===== config.mk =====
export PLATFORM = sky130hd
export DESIGN_NAME = frac_rate_scaler
export DESIGN_NICKNAME = d
export VERILOG_FILES = /design/src/rtl/frs_pkg.sv /design/src/rtl/frs_ctrl_reg.sv /design/src/rtl/frs_window_fsm.sv /design/src/rtl/frs_spreader.sv /design/src/rtl/frac_rate_scaler.sv
export SDC_FILE = /design/constraint.sdc
export NUM_CORES = 1
export LEC_CHECK = 0
export BUFFER_PORTS_ARGS = -buffer_cell sky130_fd_sc_hd__buf_2
export CORE_MARGIN = 8
export CORE_UTILIZATION = 45
export CTS_BUF_LIST = sky130_fd_sc_hd__clkbuf_4
export DETAILED_ROUTE_END_ITERATION = 8
export GPL_ROUTABILITY_DRIVEN = 0
export PLACE_DENSITY = 0.86
export SLEW_MARGIN = 20
export SYNTH_ARGS = -nofsm -noshare
export SYNTH_HDL_FRONTEND = slang
export SYNTH_HIERARCHICAL = 1
export SYNTH_SLANG_ARGS = --single-unit

===== constraint.sdc =====
create_clock -name clk -period 3.7 [get_ports clk]
set_clock_uncertainty 0.2 [all_clocks]
set_input_delay 0.74 -clock clk [delete_from_list [all_inputs] [get_ports clk]]
set_output_delay 0.74 -clock clk [all_outputs]
set_load 0.05 [all_outputs]

===== src/rtl/frs_pkg.sv =====
package frs_pkg;

    // Position of the window sequencer inside an 8-slot window
    typedef enum logic {
        PH_BODY = 1'b0,   // slots 0 .. DENOM-2
        PH_EDGE = 1'b1    // last slot: next ratio is latched here
    } frs_phase_e;

endpackage


===== src/rtl/frs_ctrl_reg.sv =====
module frs_ctrl_reg #(
    parameter int REG_W     = 32,
    parameter int FIELD_LSB = 8,
    parameter int FIELD_W   = 3
) (
    input  logic               clk,
    input  logic               rst_n,
    input  logic               wr,
    input  logic [REG_W-1:0]   wdata,
    output logic [REG_W-1:0]   rdata,
    output logic [FIELD_W-1:0] field
);

    localparam logic [REG_W-1:0] FMASK = REG_W'(((1 << FIELD_W) - 1) << FIELD_LSB);

    logic [REG_W-1:0] ctrl_q;

    // Masked update: bits outside the scale field are never written
    always_ff @(posedge clk or negedge rst_n) begin
        if (!rst_n) begin
            ctrl_q <= '0;
        end else if (wr) begin
            ctrl_q <= (ctrl_q & ~FMASK) | (wdata & FMASK);
        end
    end

    assign rdata = ctrl_q;
    assign field = ctrl_q[FIELD_LSB +: FIELD_W];

endmodule


===== src/rtl/frs_window_fsm.sv =====
module frs_window_fsm
    import frs_pkg::*;
#(
    parameter int FIELD_W = 3
) (
    input  logic               clk,
    input  logic               rst_n,
    output logic [FIELD_W-1:0] win_cnt,
    output logic               load_window,
    output frs_phase_e         phase
);

    localparam int DENOM = 1 << FIELD_W;
    localparam logic [FIELD_W-1:0] LAST_BODY = FIELD_W'(DENOM - 2);

    frs_phase_e phase_q, phase_d;
    logic [FIELD_W-1:0] cnt_q;

    // Next-state logic
    always_comb begin
        phase_d = phase_q;
        unique case (phase_q)
            PH_BODY: if (cnt_q == LAST_BODY) phase_d = PH_EDGE;
            PH_EDGE: phase_d = PH_BODY;
            default: phase_d = PH_BODY;
        endcase
    end

    // State register
    always_ff @(posedge clk or negedge rst_n) begin
        if (!rst_n) begin
            phase_q <= PH_BODY;
        end else begin
            phase_q <= phase_d;
        end
    end

    // Slot counter wraps naturally at DENOM
    always_ff @(posedge clk or negedge rst_n) begin
        if (!rst_n) begin
            cnt_q <= '0;
        end else begin
            cnt_q <= cnt_q + FIELD_W'(1);
        end
    end

    // Outputs
    always_comb begin
        load_window = 1'b0;
        unique case (phase_q)
            PH_BODY: load_window = 1'b0;
            PH_EDGE: load_window = 1'b1;
            default: load_window = 1'b0;
        endcase
    end

    assign win_cnt = cnt_q;
    assign phase   = phase_q;

endmodule


===== src/rtl/frs_spreader.sv =====
module frs_spreader #(
    parameter int FIELD_W  = 3,
    parameter int INVERTED = 1
) (
    input  logic               clk,
    input  logic               rst_n,
    input  logic               load_window,
    input  logic [FIELD_W-1:0] field,
    output logic [FIELD_W:0]   active_keep,
    output logic               clk_en
);

    localparam int KW    = FIELD_W + 1;
    localparam int DENOM = 1 << FIELD_W;
    localparam logic [KW-1:0] DEN_K      = KW'(DENOM);
    localparam logic [KW-1:0] RESET_KEEP = (INVERTED != 0) ? DEN_K : KW'(1);

    logic [KW-1:0] keep_next;
    logic [KW-1:0] keep_q;
    logic [KW-1:0] acc_q;
    logic [KW:0]   sum;
    logic          hit;

    // Field encoding chosen at build time
    generate
        if (INVERTED != 0) begin : g_inverted
            assign keep_next = DEN_K - {1'b0, field};
        end else begin : g_direct
            assign keep_next = {1'b0, field} + KW'(1);
        end
    endgenerate

    assign sum = {1'b0, acc_q} + {1'b0, keep_q};
    assign hit = (sum >= {1'b0, DEN_K});

    always_ff @(posedge clk or negedge rst_n) begin
        if (!rst_n) begin
            keep_q <= RESET_KEEP;
            acc_q  <= '0;
        end else if (load_window) begin
            keep_q <= keep_next;
            acc_q  <= '0;
        end else if (hit) begin
            acc_q  <= KW'(sum - {1'b0, DEN_K});
        end else begin
            acc_q  <= sum[KW-1:0];
        end
    end

    assign active_keep = keep_q;
    assign clk_en      = hit;

endmodule


===== src/rtl/frac_rate_scaler.sv =====
module frac_rate_scaler
    import frs_pkg::*;
#(
    parameter int REG_W     = 32,
    parameter int FIELD_LSB = 8,
    parameter int FIELD_W   = 3,
    parameter int INVERTED  = 1
) (
    input  logic             clk,
    input  logic             rst_n,
    input  logic             reg_wr,
    input  logic [REG_W-1:0] reg_wdata,
    output logic [REG_W-1:0] reg_rdata,
    output logic             clk_en
);

    logic [FIELD_W-1:0] scale_field;
    logic [FIELD_W-1:0] win_cnt;
    logic               load_window;
    logic [FIELD_W:0]   active_keep;
    frs_phase_e         phase;

    frs_ctrl_reg #(
        .REG_W    (REG_W),
        .FIELD_LSB(FIELD_LSB),
        .FIELD_W  (FIELD_W)
    ) u_ctrl (
        .clk  (clk),
        .rst_n(rst_n),
        .wr   (reg_wr),
        .wdata(reg_wdata),
        .rdata(reg_rdata),
        .field(scale_field)
    );

    frs_window_fsm #(
        .FIELD_W(FIELD_W)
    ) u_fsm (
        .clk        (clk),
        .rst_n      (rst_n),
        .win_cnt    (win_cnt),
        .load_window(load_window),
        .phase      (phase)
    );

    frs_spreader #(
        .FIELD_W (FIELD_W),
        .INVERTED(INVERTED)
    ) u_spread (
        .clk        (clk),
        .rst_n      (rst_n),
        .load_window(load_window),
        .field      (scale_field),
        .active_keep(active_keep),
        .clk_en     (clk_en)
    );

endmodule


==> impl_metrics.ini, run 1 <==
[clock_network]
clkTransAtPathRegs_ps = 80
cts_buffer_depth = 2
tritoncts = yes
cts.sinks = 15
post_cts_buffers = 0
ctsResizeCount = 0
cts-root-buf = clkbuf_4
cts.htree.levels = 1
cts_hold_buffers = 0
clkLatencyLatePin_ps = 270
cts_buffers = 3

[critical_path]
critPathKind = flop to primary output
crit_family = adder cells
rrSetupSlack_ps = 2010
crit_required_ps = 2760
cp.arrival_ps = 1860
worstSetupStartpointType = flop
regToRegStartpoint = u_spread/active_keep[0]
r2r-end = u_spread/acc_q[3]
worstSetupStartpoint = u_spread/active_keep[0]
crit_path_end_kind = primary output
cpPeakStageDelay_ps = 420
cp_slowest_cell = fa_1
cp_max_fo = 3
crit_buf_inv = 2
r2r_cells = 6
crit_chain = ha_1 -> inv_1 -> fa_1 -> nor2b_4 -> o21ai_0 -> o211ai_1 -> buf_2

[global_routing]
grt_pass1_vias = 621
overflow = 0
antenna_found_initial = 0
grt_pass1_wl_um = 2608
grt_max_degree = 16
track_usage = 0.07957

[sta]
finalMaxSlewViolations = 0
post-route-min-period_ps = 2801
rsz0062_at_grt = no
final_hold_viol_count = 0
period_share = 0.7569
setup_violations = 0
finalSetupTns_ps = 0
max_freq_ghz = 0.3571

[final_layout]
drive_above_1_share = 0.2200
final_common_cell = conb_1
seqCellArea_um2 = 376.6
finalInstanceArea_um2 = 942.2
final_cell_mix = 29 x conb_1, 14 x dfrtp_1, 10 x inv_1
fin_nets = 144
fillers = 228
finish.utilization = 0.4429
diodes = 0
multiInputGateArea_um2 = 417.9
synthToLayoutAreaGrowth_pct = -3.338

[placed_design]
place_hpwl_um = 1209
io_buffers = 9
placed_area_um2 = 912.1

[floorplan]
die_area_mm2 = 0.003911
io_pins = 68
die_width_um = 62.54
fp.coreArea_mm2 = 0.002127
die_h_um = 62.54
fp-row-count = 17
initial_core_util = 0.4582

[pwr]
irDropWorstVdd_mv = 0.2621
p_leak_nw = 0.5113
p_per_area_mw_per_mm2 = 501.4

[synth]
yosysWarnings = 6
syn_avg_cell_area_um2 = 10.59
synthCells = 92
synthesis.area_um2 = 974.7

[route]
wl_per_cell_um = 11.14
drc_errors = 0
firstDrtPassIters = 3
vias = 513
drtAntennaViolNets = 0
drtIter0Drc = 5
wl_um = 1426
viasPerCell = 4.008

[run_status]
status = complete, no violations

[flow_run]
max_cap_violations = 0

[worst_hold_path]
hp-class = primary input to async pin
[power breakdown]
group          switching [mW]  internal, mW  leakage [nW]  total (mW)
clock                  0.0480        0.0491        0.0184      0.0971
combinational           0.136        0.0483         0.312       0.184
sequential             0.0105         0.181         0.181       0.191
total                   0.194         0.278         0.511       0.472
[how the worst max path moves through the flow]
stage,to,slack [ps],depth (start not counted)
after floorplan,clk_en,1020,4
after global placement,clk_en,1210,7
after detailed placement,clk_en,1190,7
after CTS,clk_en,870,7
after global routing,clk_en,760,7
final,clk_en,900,7
[state kept, by name, summed over array words and instances, names as in the netlist]
name / cells
u_ctrl/rdata: 3
u_spread/acc_q: 4
u_spread/active_keep: 4
u_fsm/phase: 1
u_fsm/win_cnt: 3
[layout make-up]
class	count	area share
Inverter	10	0.03984
Sequential cell	15	0.3997
Tap cell	28	0.03718
Multi-Input combinational cell	62	0.4436
Timing Repair Buffer	9	0.04781
Clock buffer	4	0.03187
[per-stage QoR]
step                      power (mW)  hold slack [ps]  setup slack, ps  std cells
final                         0.4724            154.8            899.4        128
after global routing          0.5013            166.6            763.2        128
after CTS                     0.4801            148.4            867.3        128
after detailed placement      0.3796            242.3             1187        124
after global placement        0.3725            227.8             1206        124
after floorplan               0.3786            218.2             1015        120
[layer usage]
| metal | global-route usage | vias up | routed length [um] |
|---|---|---|---|
| li1 | - | 252 | - |
| met1 | 0.08333 | 236 | 619 |
| met2 | 0.1190 | 25 | 641 |
| met3 | 0.05018 | 0 | 166 |
| met4 | 0.04558 | 0 | 0 |
| met5 | 0 | - | 0 |
No activity file was read; power rests on OpenSTA's default activity.
==> run 2: changes to the inputs <==
Settings changed: CORE_UTILIZATION 45 to 38, PLACE_DENSITY 0.86 to 0.78.
Clock period 3.7 ns to 2.4 ns, I/O delays scaled along.
==> run 2 against run 1 <==
- critical path type unchanged
- routed wire length increased by 7.4%
- total power grew 61%
- sequential power increased by 55%
- critical path depth unchanged
- clock power is 44% higher
- highest routed layer is now met4
- sequential share of layout area is 1.8 points lower
- the flow now finishes with violations (setup timing)
- first-iteration DRC count is 60% lower
- non-clock buffer count is 3 higher
- via count up 5.3%
==> impl_metrics.ini, run 2 (synthesis results as in run 1) <==
[run_status]
status = finished, violations left
violations = setup timing

[final_layout]
finalInstanceArea_um2 = 987.2
diodes = 0
drive_above_1_share = 0.2718
fin_nets = 147
final_common_cell = conb_1
finish.utilization = 0.4021
seqCellArea_um2 = 376.6
final_cells = 133
multiInputGateArea_um2 = 435.4
synthToLayoutAreaGrowth_pct = 1.284
fillers = 265
final_cell_mix = 29 x conb_1, 14 x dfrtp_1, 9 x inv_1

[global_routing]
grt_pass1_wl_um = 2456
track_usage = 0.06983
grt_pass1_vias = 602
overflow = 0
antenna_found_initial = 0
grt_max_degree = 16

[route]
route.met3.wl_um = 186
drtIter0Drc = 2
maxUsedRoutingLayer = met4
m1WireLength_um = 628
met2WireLength_um = 710
wl_per_cell_um = 11.52
drtAntennaViolNets = 0
firstDrtPassIters = 3
wl_um = 1532
drc_errors = 0
vias = 540
viasPerCell = 4.060

[floorplan]
fp.coreArea_mm2 = 0.002455
die_h_um = 66.65
fp-row-count = 18
io_pins = 68
die_area_mm2 = 0.004442
die_width_um = 66.65
initial_core_util = 0.3970

[pwr]
p_sw_mw = 0.3159
irDropWorstVdd_mv = 0.3889
p_leak_nw = 0.5237
p_clk_frac = 0.185
p_per_area_mw_per_mm2 = 768.3
swShare = 0.4165
p_comb_frac = 0.423
pwr-share-seq = 0.392
p_int_mw = 0.4426
total_power_mw = 0.7585

[placed_design]
io_buffers = 9
place_hpwl_um = 1282
place_ws_ps = 132.3
placed_area_um2 = 927.1
placedCellCount = 126

[sta]
max_freq_ghz = 0.4158
post-route-min-period_ps = 2405
setup_violations = 1
period_share = 1.002
final_hold_viol_count = 0
hold_ws_ps = 231.4
rsz0062_at_grt = yes
finalMaxSlewViolations = 0
finalSetupTns_ps = -5.199
setup_slack_ps = -5.199

[clock_network]
cts-root-buf = clkbuf_4
cts.htree.levels = 1
clkTransAtPathRegs_ps = 90
tritoncts = yes
clkLatencyLatePin_ps = 280
cts_buffer_depth = 2
cts.sinks = 15
cts_buffers = 3

[critical_path]
cp_max_fo = 2
cp.arrival_ps = 1730
crit_required_ps = 1720
worstSetupStartpointType = flop
r2r_cells = 8
critPathKind = flop to primary output
crit_path_end_kind = primary output

[worst_hold_path]
hp-class = primary input to flop
hold_path_depth = 2

[flow_run]
max_cap_violations = 0
[run 2: path summary, 6_finish.rpt]
path | start | endpoint | slack [ps]
max | u_spread/active_keep[0] | clk_en | -5
min | reg_wdata[8] | u_ctrl/rdata[8] | 230
max reg2reg | u_spread/active_keep[0] | u_spread/acc_q[3] | 510
min reg2reg | u_fsm/win_cnt[0] | u_fsm/win_cnt[0] | 250
max in group asynchronous | rst_n | u_spread/active_keep[3] | 1280
min in group asynchronous | rst_n | u_fsm/win_cnt[2] | 420
[run 2: power groups by stage]
stage / Sequential, mW / Combinational, mW / Clock, mW
after floorplan: 0.298 / 0.295 / 0
after global placement: 0.301 / 0.284 / 0
after detailed placement: 0.303 / 0.297 / 0
after CTS: 0.298 / 0.314 / 0.151
after global routing: 0.301 / 0.347 / 0.154
final: 0.297 / 0.321 / 0.140
[run 2: cell type report]
class	instances	share of cell area
clock buffer	3	0.02281
clock inverter	1	0.005070
inverter	10	0.03802
multi-input combinational	62	0.4411
sequential	15	0.3815
tap	30	0.03802
timing repair buffer	12	0.07351
[run 2: critical path, cell delays in order (launching register included)]
cell and delay [ps]:
dfrtp_1 360, ha_2 190, inv_2 40, fa_2 360, nor2b_4 130, o21ai_1 60, o211ai_1 80, buf_4 220
[run 2: repair_timing]
| item | CTS | global route |
|---|---|---|
| endpoints found under the hold margin | 14 | 0 |
| gates cloned | 0 | 0 |
| endpoints found under the setup margin | 1 | 1 |
| hold buffers | 1 | 0 |
| gates resized for setup | 5 | 0 |
| buffers inserted | 1 | 1 |
| pin swaps | 3 | 3 |
[run 2: layer usage]
metal	vias up	track usage
met5	-	0
met4	0	0.03200
met3	2	0.02349
met2	30	0.1231
met1	253	0.07262
li1	255	-
==> run 3: changes to the inputs <==
Settings changed: ABC_AREA set to 1.
==> run 3 against run 2 <==
- the flow now finishes without violations
- routed wire length fell by 1.2%
- setup slack improved by 36 ps
- sequential power fell by 2%
- cell count rose by 17%
- first-iteration DRC count fell by 50%
- critical endpoint unchanged
==> impl_metrics.ini, run 3 <==
[global_routing]
grt_pass1_wl_um = 2456
overflow = 0
grt_max_degree = 16
grt_pass1_vias = 630
track_usage = 0.06837
antenna_found_initial = 0

[placed_design]
place_hpwl_um = 1283
placed_area_um2 = 927.1
placedCellCount = 149
io_buffers = 9

[route]
wl_um = 1513
drtIter0Drc = 1
firstDrtPassIters = 3
wl_per_cell_um = 9.699
vias = 605
drtAntennaViolNets = 0
drc_errors = 0
viasPerCell = 3.878

[synth]
yosysWarnings = 6
synthesis.area_um2 = 979.7
synthCells = 114
syn_avg_cell_area_um2 = 8.594

[critical_path]
r2r_cells = 8
crit_required_ps = 1720
regToRegStartpoint = u_spread/active_keep[0]
crit_path_end_kind = primary output
cp.arrival_ps = 1690
cpPeakStageDelay_ps = 370
r2r-end = u_spread/acc_q[3]
worst_path_most_repeated_cell = inv_2
rrSetupSlack_ps = 850
critPathKind = flop to primary output
cp_max_fo = 3
crit_chain = ha_2 -> inv_2 -> fa_2 -> inv_2 -> nand3_2 -> nand2_1 -> nand3b_1 -> buf_6
worstSetupStartpointType = flop
cp_slowest_cell = fa_2

[clock_network]
cts-root-buf = clkbuf_4
cts_buffer_depth = 2
clkTransAtPathRegs_ps = 80
cts_buffers = 3
cts.htree.levels = 1
cts.sinks = 15
tritoncts = yes
clkLatencyLatePin_ps = 270

[final_layout]
final_common_cell = conb_1
fillers = 271
diodes = 0
multiInputGateArea_um2 = 417.9
final_cells = 156
fin_nets = 170
seqCellArea_um2 = 376.6
synthToLayoutAreaGrowth_pct = 1.916
finalInstanceArea_um2 = 998.5
final_cell_mix = 29 x conb_1, 23 x nand2_1, 14 x dfrtp_1
drive_above_1_share = 0.1825

[sta]
hold_ws_ps = 205.4
period_share = 0.9871
post-route-min-period_ps = 2369
max_freq_ghz = 0.4221
final_hold_viol_count = 0
setup_violations = 0
finalMaxSlewViolations = 0
rsz0062_at_grt = yes

[floorplan]
die_h_um = 66.78
fp-row-count = 18
die_width_um = 66.78
initial_core_util = 0.3991
fp.coreArea_mm2 = 0.002455
io_pins = 68
die_area_mm2 = 0.004459

[flow_run]
max_cap_violations = 0

[pwr]
p_per_area_mw_per_mm2 = 742.4
p_leak_nw = 0.5721
irDropWorstVdd_mv = 0.4572

[worst_hold_path]
hold_path_end = u_ctrl/rdata[9]
hold_path_depth = 3
hold_start = reg_wdata[9]
hp-class = primary input to flop

[run_status]
status = complete, no violations
[run 3: cell count changes in the layout (fill, tap and decap cells not counted), moves of 2 or more]
cell and change:
nor2_1 +4, inv_2 +2, inv_1 +4, mux2_2 -5
nand3_1 +2, nand2_1 +21
[run 3: area by class of cell]
class | count | share of cell area
Multi-Input combinational cell | 79 | 0.4185
Sequential cell | 15 | 0.3772
Timing Repair Buffer | 12 | 0.07644
Inverter | 16 | 0.06015
Tap cell | 30 | 0.03759
Clock buffer | 4 | 0.03008
[run 3: metal layers]
layer | wire (um) | GRT usage | vias to the layer above
met5 | 0 | 0 | -
met3 | 145 | 0.02013 | 0
met4 | 0 | 0.01600 | 0
met2 | 789 | 0.1302 | 22
li1 | - | - | 309
met1 | 579 | 0.07044 | 274
[run 3: what timing repair did]
action	CTS	global route
hold buffers	1	0
pin swaps	0	3
endpoints found under the setup margin	1	1
endpoints found under the hold margin	14	0
setup buffers	1	1
gates resized for setup	4	3
[run 3: stage by stage]
stage / power [mW] / setup slack, ps / TNS (ps) / utilization
after global routing: 0.7874 / -97.10 / -97.10 / 0.4067
final: 0.7412 / 30.95 / 0 / 0.4067
after floorplan: 0.5744 / 195.4 / 0 / -
after detailed placement: 0.5737 / 152.7 / 0 / 0.3777
after CTS: 0.7398 / 4.794 / 0 / 0.4016
after global placement: 0.5660 / 177.8 / 0 / 0.3777
[run 3: worst max-delay path by stage]
stage	start	slack, ps	end
6_report	u_spread/active_keep[0]	30	clk_en
5_1_grt	u_spread/active_keep[0]	-100	clk_en
4_1_cts	u_spread/active_keep[0]	5	clk_en
3_5_place_dp	u_spread/active_keep[0]	150	clk_en
3_3_place_gp	u_spread/active_keep[0]	180	clk_en
2_1_floorplan	u_spread/active_keep[0]	200	clk_en
[run 3: power breakdown]
part / internal, mW / total (mW) / switching [mW] / leakage, nW
registers: 0.277 / 0.292 / 0.0147 / 0.184
logic: 0.0758 / 0.302 / 0.226 / 0.370
clock network: 0.0756 / 0.148 / 0.0724 / 0.0184
total: 0.428 / 0.741 / 0.313 / 0.572
[run 3: critical path: cells and delay by family, from the launching register on]
kind / cells / cell delay (ps)
adder cells (fa/ha/maj): 2 / 560
flip-flops: 1 / 350
buffers and inverters: 3 / 270
AND/OR/NAND/NOR: 3 / 230
